**src/rtl/sdiv_pkg.sv**
```systemverilog
package sdiv_pkg;
  typedef struct packed {
    logic n;
    logic z;
    logic v;
    logic c;
  } cc_t;

  typedef enum logic [2:0] {
    ST_IDLE  = 3'd0,
    ST_ALIGN = 3'd1,
    ST_STEP  = 3'd2,
    ST_PAD   = 3'd3,
    ST_FIN   = 3'd4
  } loop_st_t;
endpackage

```
**src/rtl/sdiv_mag.sv**
```systemverilog
module sdiv_mag #(
  parameter int W = 16
) (
  input  logic [W-1:0] val,
  output logic [W-1:0] mag,
  output logic         neg
);
  // Magnitude is unsigned, so the most negative value maps to 2^(W-1).
  assign neg = val[W-1];
  assign mag = neg ? (~val + 1'b1) : val;
endmodule

```
**src/rtl/sdiv_core.sv**
```systemverilog
module sdiv_core
  import sdiv_pkg::*;
#(
  parameter int QW = 16,
  localparam int DW = 2 * QW,
  localparam int CW = $clog2(DW) + 1
) (
  input  logic          clk,
  input  logic          rst,
  input  logic          load,
  input  logic [DW-1:0] a_mag,
  input  logic [QW-1:0] b_mag,
  output logic [QW-1:0] q_mag,
  output logic [QW-1:0] r_mag,
  output logic          ovf,
  output logic          fin
);
  loop_st_t      st_q;
  logic [DW-1:0] rem_q, dvs_q;
  logic [QW-1:0] quo_q;
  logic [CW-1:0] cnt_q;
  logic          ovf_q;

  logic          fits;
  logic [DW-1:0] diff;
  assign fits = (dvs_q <= rem_q);
  assign diff = rem_q - dvs_q;

  always_ff @(posedge clk) begin
    if (rst) begin
      st_q  <= ST_IDLE;
      rem_q <= '0;
      dvs_q <= '0;
      quo_q <= '0;
      cnt_q <= '0;
      ovf_q <= 1'b0;
    end else begin
      unique case (st_q)
        ST_IDLE: if (load) begin
          rem_q <= a_mag;
          dvs_q <= {{(DW-QW){1'b0}}, b_mag};
          quo_q <= '0;
          cnt_q <= '0;
          ovf_q <= 1'b0;
          st_q  <= ST_ALIGN;
        end
        ST_ALIGN: begin
          if ((dvs_q < rem_q) && !dvs_q[DW-1]) begin
            dvs_q <= dvs_q << 1;
            cnt_q <= cnt_q + 1'b1;
          end else begin
            st_q <= ST_STEP;
          end
        end
        ST_STEP: begin
          // Shifting bit QW-2 into the top bit signals a quotient that cannot fit.
          ovf_q <= ovf_q | quo_q[QW-2];
          if (fits) begin
            quo_q <= {quo_q[QW-2:0], 1'b1};
            rem_q <= diff;
          end else begin
            quo_q <= {quo_q[QW-2:0], 1'b0};
          end
          if (fits && (diff == '0)) begin
            st_q <= ST_PAD;
          end else if (cnt_q == '0) begin
            st_q <= ST_FIN;
          end else begin
            cnt_q <= cnt_q - 1'b1;
            dvs_q <= dvs_q >> 1;
          end
        end
        ST_PAD: begin
          if (cnt_q == '0) begin
            st_q <= ST_FIN;
          end else begin
            ovf_q <= ovf_q | quo_q[QW-2];
            quo_q <= {quo_q[QW-2:0], 1'b0};
            cnt_q <= cnt_q - 1'b1;
          end
        end
        ST_FIN:  st_q <= ST_IDLE;
        default: st_q <= ST_IDLE;
      endcase
    end
  end

  assign q_mag = quo_q;
  assign r_mag = rem_q[QW-1:0];
  assign ovf   = ovf_q;
  assign fin   = (st_q == ST_FIN);

  // padding after an exact result never touches the remainder
  assert_pad_hold_R10: assert property (@(posedge clk) disable iff (rst)
    (st_q == ST_PAD) |=> $stable(rem_q));
  // completion indication lasts one cycle
  assert_fin_pulse_R8: assert property (@(posedge clk) disable iff (rst)
    fin |=> !fin);
endmodule

```
**src/rtl/sdiv_sign.sv**
```systemverilog
module sdiv_sign
  import sdiv_pkg::*;
#(
  parameter int QW = 16
) (
  input  logic [QW-1:0] q_mag,
  input  logic [QW-1:0] r_mag,
  input  logic          ovf,
  input  logic          a_neg,
  input  logic          b_neg,
  output logic [QW-1:0] q_s,
  output logic [QW-1:0] r_s,
  output cc_t           cc
);
  always_comb begin
    q_s  = (a_neg ^ b_neg) ? (~q_mag + 1'b1) : q_mag;
    r_s  = a_neg ? (~r_mag + 1'b1) : r_mag;
    cc.n = q_s[QW-1];
    cc.z = (q_s == '0);
    cc.v = ovf;
    cc.c = 1'b0;
  end
endmodule

```
**src/rtl/sdiv_flags.sv**
```systemverilog
module sdiv_flags
  import sdiv_pkg::*;
#(
  parameter int QW = 16,
  localparam int DW = 2 * QW
) (
  input  logic          clk,
  input  logic          rst,
  input  logic          start,
  input  logic [DW-1:0] dividend,
  input  logic [QW-1:0] divisor,
  output logic          busy,
  output logic          done,
  output logic [QW-1:0] quotient,
  output logic [QW-1:0] remainder,
  output logic [3:0]    flags
);
  logic [DW-1:0] a_mag;
  logic [QW-1:0] b_mag;
  logic          a_neg, b_neg, an_q, bn_q;
  logic          busy_q, done_q, accept, zero_b, zero_a, load;
  logic [QW-1:0] q_mag, r_mag, q_s, r_s, q_q, r_q;
  logic          ovf, fin;
  cc_t           cc_s, cc_q;

  sdiv_mag #(.W(DW)) u_amag (.val(dividend), .mag(a_mag), .neg(a_neg));
  sdiv_mag #(.W(QW)) u_bmag (.val(divisor),  .mag(b_mag), .neg(b_neg));

  assign accept = start && !busy_q;
  assign zero_b = (divisor == '0);
  assign zero_a = (dividend == '0);
  assign load   = accept && !zero_b && !zero_a;

  sdiv_core #(.QW(QW)) u_core (
    .clk(clk), .rst(rst), .load(load), .a_mag(a_mag), .b_mag(b_mag),
    .q_mag(q_mag), .r_mag(r_mag), .ovf(ovf), .fin(fin)
  );

  sdiv_sign #(.QW(QW)) u_sign (
    .q_mag(q_mag), .r_mag(r_mag), .ovf(ovf), .a_neg(an_q), .b_neg(bn_q),
    .q_s(q_s), .r_s(r_s), .cc(cc_s)
  );

  always_ff @(posedge clk) begin
    if (rst) begin
      busy_q <= 1'b0;
      done_q <= 1'b0;
      q_q    <= '0;
      r_q    <= '0;
      cc_q   <= '0;
      an_q   <= 1'b0;
      bn_q   <= 1'b0;
    end else begin
      done_q <= 1'b0;
      if (done_q) busy_q <= 1'b0;
      if (accept) begin
        busy_q <= 1'b1;
        if (zero_b) begin
          cc_q   <= '{n: 1'b0, z: 1'b0, v: 1'b1, c: 1'b1};
          done_q <= 1'b1;
        end else if (zero_a) begin
          cc_q   <= '{n: 1'b0, z: 1'b1, v: 1'b1, c: 1'b1};
          q_q    <= '0;
          r_q    <= '0;
          done_q <= 1'b1;
        end else begin
          cc_q <= '0;
          an_q <= a_neg;
          bn_q <= b_neg;
        end
      end
      if (fin) begin
        q_q    <= q_s;
        r_q    <= r_s;
        cc_q   <= cc_s;
        done_q <= 1'b1;
      end
    end
  end

  assign busy      = busy_q;
  assign done      = done_q;
  assign quotient  = q_q;
  assign remainder = r_q;
  assign flags     = cc_q;

  assert_done_in_busy_R8: assert property (@(posedge clk) disable iff (rst)
    done |-> busy);
  assert_done_pulse_R8: assert property (@(posedge clk) disable iff (rst)
    done |=> (!done && !busy));
  assert_flags_clear_R7: assert property (@(posedge clk) disable iff (rst)
    (busy && !done) |-> (flags == 4'b0000));
  // carry only ever appears together with overflow, never with negative
  assert_carry_implies_v_R3: assert property (@(posedge clk) disable iff (rst)
    (done && flags[0]) |-> (flags[1] && !flags[3]));
  assert_hold_R9: assert property (@(posedge clk) disable iff (rst)
    (!busy && !start) |=> ($stable(quotient) && $stable(remainder) && $stable(flags)));
endmodule

```
**config.mk**
```make
export PLATFORM = sky130hd
export DESIGN_NAME = sdiv_flags
export DESIGN_NICKNAME = d
export VERILOG_FILES = /design/src/rtl/sdiv_pkg.sv /design/src/rtl/sdiv_mag.sv /design/src/rtl/sdiv_core.sv /design/src/rtl/sdiv_sign.sv /design/src/rtl/sdiv_flags.sv
export SDC_FILE = /design/constraint.sdc
export NUM_CORES = 1
export LEC_CHECK = 0
export BUFFER_PORTS_ARGS = -buffer_cell sky130_fd_sc_hd__clkbuf_2
export CORE_MARGIN = 5
export CORE_UTILIZATION = 63
export CTS_BUF_LIST = sky130_fd_sc_hd__clkbuf_8
export CTS_CLUSTER_SIZE = 10
export DETAILED_ROUTE_END_ITERATION = 7
export PLACE_DENSITY = 0.92
export SYNTH_ARGS = -nofsm -noshare
export SYNTH_HDL_FRONTEND = slang
export SYNTH_HIERARCHICAL = 1
export SYNTH_SLANG_ARGS = --single-unit
```
**constraint.sdc**
```tcl
create_clock -name clk -period 4.9 [get_ports clk]
set_input_delay 0.49 -clock clk [delete_from_list [all_inputs] [get_ports clk]]
set_output_delay 0.49 -clock clk [all_outputs]
set_load 0.02 [all_outputs]
```
=== Word-level counts from Yosys, hierarchy flattened ===
Cells that the tools add are included.

* Add/sub/neg operators: 7
* Multiply operators: 0
* Divide/modulo/power cells: 0
* Magnitude comparators: 2
* Equality and inequality tests: 12
* Shift-type cells: 0
* Muxes and demuxes: 44
* Bitwise operators: 8
* Reductions and logical operators: 30

{| class="wikitable"
|+ Operator list
! cell !! number
|-
| $mux W32 || 7
|-
| $mux W16 || 10
|-
| $pmux W32 S3 || 1
|-
| $logic_not A32 Y1 || 2
|-
| $pmux W32 S2 || 1
|-
| $add A16 B1 Y16 const B || 3
|-
| $not A16 Y16 || 3
|-
| $pmux W16 S3 || 1
|-
| $add A32 B1 Y32 const B || 1
|-
| $le A32 B32 Y1 || 1
|-
| $logic_not A16 Y1 || 2
|-
| $lt A32 B32 Y1 || 1
|-
| $not A32 Y32 || 1
|-
| $sub A32 B32 Y32 || 1
|-
| $mux W6 || 4
|-
| $pmux W6 S4 || 1
|-
| $mux W3 || 6
|-
| $pmux W3 S4 || 1
|-
| $reduce_and A3 Y1 || 4
|-
| $ne A2 B2 Y1 const B || 5
|-
| $mux W1 || 9
|-
| $mux W4 || 2
|-
| $reduce_bool A2 Y1 || 4
|-
| $add A6 B1 Y6 const B || 1
|-
| other kinds (19) || 31
|}

* Flip-flop bits (word level): 130
* Bits in latches: 0
* Memory bits (writable): 0
* ROM bits: 0
* Output and inout port bits: 38
* Memories: 0

=== Depth between registers and ports, before layout ===
* Depth in word-level cells: 6
* Gate-level depth with buffers: 15

=== Cells and area by module ===
Netlist, hierarchy kept.

{| class="wikitable"
|+ By module, submodules not included
! module !! instances !! cells each !! area an instance (µm²)
|-
| sdiv_core || 1 || 907 || 6906.6
|-
| sdiv_flags || 1 || 127 || 1514.0
|-
| sdiv_sign || 1 || 143 || 948.4
|-
| sdiv_mag (u_amag) || 1 || 103 || 784.5
|-
| sdiv_mag (u_bmag) || 1 || 49 || 372.9
|}

=== Least setup slack after synthesis ===
OpenSTA, ideal clock, no wires.

* Path type: reg-to-reg
* From: reg u_core.rem_q[0]
* To: reg u_core.dvs_q[10]
* Library setup time: 0.121 ns
* Arrival: 3.644 ns
* Required time: 4.779 ns
* Path slack: 1.135 ns
* Stages on the path, launching flop included: 16
* Buffers on the path: 1
* Period minus slack after synthesis: 3.765 ns
* Cells stage by stage: dfxtp_1 -> inv_1 -> ha_1 -> inv_1 -> fa_1 -> a21o_1 -> a221oi_4 -> o221ai_2 -> a211o_1 -> a31oi_1 -> xnor2_1 -> or4_4 -> nor3_4 -> o22a_4 -> buf_12 -> mux2_4

* Word-level cells in the longest chain between the ends: 5
* Elaborated cells between the ends (all ways): 9

{| class="wikitable"
|+ RTL lines
! what !! RTL line !! text
|-
| from (decl) || sdiv_core.sv:19 || <nowiki>logic [DW-1:0] rem_q, dvs_q;</nowiki>
|-
| from (signal assigned) || sdiv_core.sv:40 || <nowiki>rem_q <= a_mag;</nowiki>
|-
| from (signal assigned) || sdiv_core.sv:60 || <nowiki>rem_q <= diff;</nowiki>
|-
| $sub A32 B32 Y32 || sdiv_core.sv:27 || <nowiki>assign diff = rem_q - dvs_q;</nowiki>
|-
| $logic_not A32 Y1 || sdiv_core.sv:64 || <nowiki>if (fits && (diff == '0)) begin</nowiki>
|-
| $logic_and A1 B1 Y1 || sdiv_core.sv:64 ||
|-
| $ne A2 B2 Y1 (no line) || - ||
|-
| $reduce_and A5 Y1 (no line) * || - ||
|-
| to (signal assigned) || sdiv_core.sv:41 || <nowiki>dvs_q <= {{(DW-QW){1'b0}}, b_mag};</nowiki>
|-
| to (signal assigned) || sdiv_core.sv:49 || <nowiki>dvs_q <= dvs_q << 1;</nowiki>
|-
| to (signal assigned) || sdiv_core.sv:70 || <nowiki>dvs_q <= dvs_q >> 1;</nowiki>
|-
| to (decl) || sdiv_core.sv:19 ||
|}

Mark *: on every way between the ends. The rest lies on a longest branch, timed or not.
A chain may end at the register's enable or synchronous reset.

=== Worst setup path in the final report ===
* From: reg u_core.dvs_q[4]
* To: reg u_core.dvs_q[6]

* Word-level cells in the longest chain between the ends: 5
* Elaborated cells between the ends (all ways): 9

{| class="wikitable"
|+ RTL lines
! what !! RTL line
|-
| $sub A32 B32 Y32 || sdiv_core.sv:27
|-
| $logic_not A32 Y1 || sdiv_core.sv:64
|-
| $logic_and A1 B1 Y1 || sdiv_core.sv:64
|-
| $ne A2 B2 Y1 (no line) || -
|-
| $reduce_and A5 Y1 (no line) * || -
|}

Marks and branches as above.

==> impl_summary.txt <==
----------------------------------------------------
[Setup path]
  Crit-path cells ... inv_1 > ha_1 > nand2_1 > a211oi_2 > o21ai_2 > a311oi_2 > o221ai_1 > a2111o_1 > or4_4 > nor3_4 > o22a_4 > buf_4 > mux2_4
  Crit path required time ... between 5 and 6 ns
  Critical Path Slowest Stage Cell ... or4_4
  Worst endpoint data arrival time ... between 4 and 5 ns
  Worst R2R Setup Slack ... around 0.35 ns
  Startpoint type of the worst setup path ... flop
  Buffers plus inverters on the worst setup path ... 2
  Delay contributed by the slowest stage of the critical path ... approximately 0.52 ns
  Critical path class ... reg -> reg
  Setup crit end kind ... flop
  Highest fanout seen on the critical path ... 23
  Cell family contributing the most delay on the critical path ... compound AO/OA/AOI/OAI gates

[Detailed routing]
  Count of TritonRoute iterations in the first routing pass ... 6
  Iter 0 DRT Violations ... 1,173
  Vias/cell ... 6.58
  Number of design rule violations left after detail routing ... 0
  Final Routed Wirelength ... around 29 mm
  Vias post-DR ... 10,376
  Post-detailed-route count of antenna-violating nets ... 0
  Post-detailed-route wirelength per cell ... 18.6 um

[STA]
  Count of endpoints failing hold in the final timing report ... 0
  Final sum of negative setup slack ... 0 ns
  Slew Viols, Final ... 0
  Measured slew at the worst slew-check pin ... slightly above 1 ns
  Final Worst Setup Slack ... approximately 0.35 ns
  Final cycle utilization of the critical path ... 0.929
  Final setup vio count ... 0
  Final worst path period need ... around 4.6 ns
  Peak Freq ... between 200 and 250 MHz
  Worst Hold Margin ... around 0.43 ns
  Max Clock Skew ... 0.0106 ns
  Unrepaired setup endpoints after global routing ... false
  Max-slew headroom ... 0.318

[Global route]
  Wire length of the first global-routing pass ... around 47 mm
  Final global-route overflow total ... 0
  Number of antenna violations at the first check in global routing ... 0
  Via count of the first global-routing pass ... 9,678
  Largest net degree at the start of global routing ... 84
  GRT Overall Usage ... 0.289

[Die]
  I/O pin count ... 89
  Floorplan Core Area ... roughly 16,000 um2
  Site row count ... 47
  DIE HEIGHT ... around 140 um
  Die X-Extent ... between 100 and 150 um
  Floorplan die area ... slightly below 20,000 um2
  Initial core utilization ... 0.639

[Clock tree]
  CTS root buf ... clkbuf_8
  Number of levels in the clock H-tree ... 4
  Clock buffer depth ... 2
  Number of buffers added to fix hold violations after cts ... 0
  TritonCTS clock tree ... yes
  Cts bufs inserted ... 17
  Number of clock sinks seen by CTS ... 130
  Clock-pin transition on the worst setup and hold timing paths ... about 0.080 ns
  Number of gates resized after cts ... 0
  Buffers inserted during post-CTS setup optimization ... 0
  Later-pin clock latency in the skew report ... 0.47 ns

[Synth]
  Post-synthesis cell type count ... 96
  Largest cells by area after synthesis ... dfxtp_1 25%, xnor2_1 6.2%, ha_1 5.0%
  Asr flop ratio synth ... 0
  Synthesized netlist cell count ... roughly 1,300
  Post-synthesis net count ... approximately 1,400
  Post-synth EDFFs ... 0
  Netlist Area Pre-Place ... 10,500 um2
  Biggest area consumer among synthesized cells ... dfxtp_1
  Proportion of synthesized chip area in sequential cells ... 0.247
  Mean post-synth cell area ... 7.92 um2
  Synth Flop Type ... dfxtp_1
  Area fraction of the dominant cell type after synthesis ... 0.247
  Flip-flop and latch count after synthesis ... between 100 and 150
  Ys Warns ... 6

[Finish]
  Final core utilization ... 0.679
  Synthesis-to-layout area growth ... 6.25%
  Final instance area ... approximately 11,000 um2
  Finished Layout Cells ... between 1,500 and 2,000
  Net total in the final layout ... 1,438
  Filler cells ... 1,346
  Most common cell after layout, fill and taps aside ... nor2_1
  Share of post-route cells with drive strength above 1 ... 0.167
  Commonest cells after routing, fill and taps aside ... 133 x nor2_1, 131 x nand2_1, 130 x dfxtp_1
  Number of diodes ... 0

[Flow run]
  Max-Cap Viols ... 0

[Placement]
  Placement-stage worst setup slack ... around 0.36 ns
  Placed standard-cell area ... 10,800 um2
  Detailed-placement wirelength estimate ... approximately 21 mm
  Port Buffers ... between 80 and 90
  Weighted congestion reported at the end of routability-driven placement ... approximately 0.99
  Cell count after placement ... about 1,500

[Power and ir drop]
  Lkg Pwr ... between 4 and 5 nW
  Worst vdd ir ... about 0.25 mV
  Power consumption ... between 5 and 6 mW
  Pwr dens ... between 400 and 500 nW/um2

[Status]
  Result of the run ... finished clean

[Hold path]
  Hold crit path type ... in -> reg

----------------------------------------------------
-- cell families after synthesis --
kind of cell	synth area share
buf+inv	0.0794
compound gates	0.250
other cells	0.000356
flops	0.247
xor+xnor	0.0790
mux	0.0579
simple gates	0.232
fa+ha+maj	0.0537
-- final timing paths --
check / start / to / depth (start not counted)
max: u_core/dvs_q[4]$_SDFFE_PP0P_ / u_core/dvs_q[6]$_SDFFE_PP0P_ / 13
min: dividend[30] / u_core/rem_q[30]$_SDFFE_PP0P_ / 4
max reg2reg: u_core/dvs_q[4]$_SDFFE_PP0P_ / u_core/dvs_q[6]$_SDFFE_PP0P_ / 13
min reg2reg: u_core/ovf$_SDFFE_PP0P_ / flags[1]$_SDFFE_PP0P_ / 2
-- layer usage --
| layer | vias to the layer above | share of wire | track usage |
|---|---|---|---|
| met3 | 130 | 0.085 | 0.0617 |
| li1 | 4838 | - | - |
| met5 | - | 0 | 0 |
| met2 | 597 | 0.46 | 0.474 |
| met1 | 4811 | 0.40 | 0.363 |
| met4 | 0 | 0.049 | 0.137 |
-- Yosys cell counts (all sizes together) (7+ instances only) --
| library cell | n |
|---|---|
| nor4 | 26 |
| nand4 | 17 |
| o21a | 7 |
| a21o | 14 |
| o41ai | 12 |
| a311oi | 19 |
| a31oi | 8 |
| xnor2 | 74 |
| o31ai | 26 |
| or4 | 13 |
| nand2 | 135 |
| clkbuf | 65 |
| a211oi | 17 |
| ha | 42 |
| a21oi | 95 |
| a22oi | 33 |
| dfxtp | 130 |
| nor3 | 24 |
| xor2 | 21 |
| inv | 59 |
| mux2i | 14 |
| o21ai | 65 |
| or3 | 16 |
| or2 | 9 |
| mux2 | 32 |
| and4 | 7 |
| nor2b | 13 |
| nand2b | 17 |
| a22o | 33 |
| and3 | 8 |
| nor2 | 134 |
| buf | 46 |
| nand3 | 38 |
-- area by class of cell --
cell class              count  area, um2  share of cell area
repair buffers            106        578              0.0517
clock buffers              18        248              0.0222
multi-input cells        1029       7110               0.635
well taps                 220        275              0.0246
flip-flops and latches    130       2600               0.233
inverters                  59        221              0.0198
clock inverters            14        154              0.0138
-- tightest hold or removal path, delay by kind of cell --
family,cells,cell delay [ns]
compound gates,1,0.07
xor+xnor,1,0.10
buf+inv,1,0.13
simple gates,1,0.06
-- power breakdown --
group	total [mW]	switching (mW)	internal (mW)
clock	0.950	0.477	0.473
sequential	1.30	0.129	1.17
combinational	3.00	1.88	1.12
-- flip-flops by register name, indices dropped and copies added, names as in the netlist --
signal        cells
u_core/q_mag     16
u_core/cnt_q      6
u_core/rem_q     32
remainder        16
busy              1
done              1
an_q              1
u_core/st_q       3
u_core/ovf        1
bn_q              1
quotient         16
u_core/dvs_q     32
flags             4
Note: power is estimated with default switching activity, not from simulation.
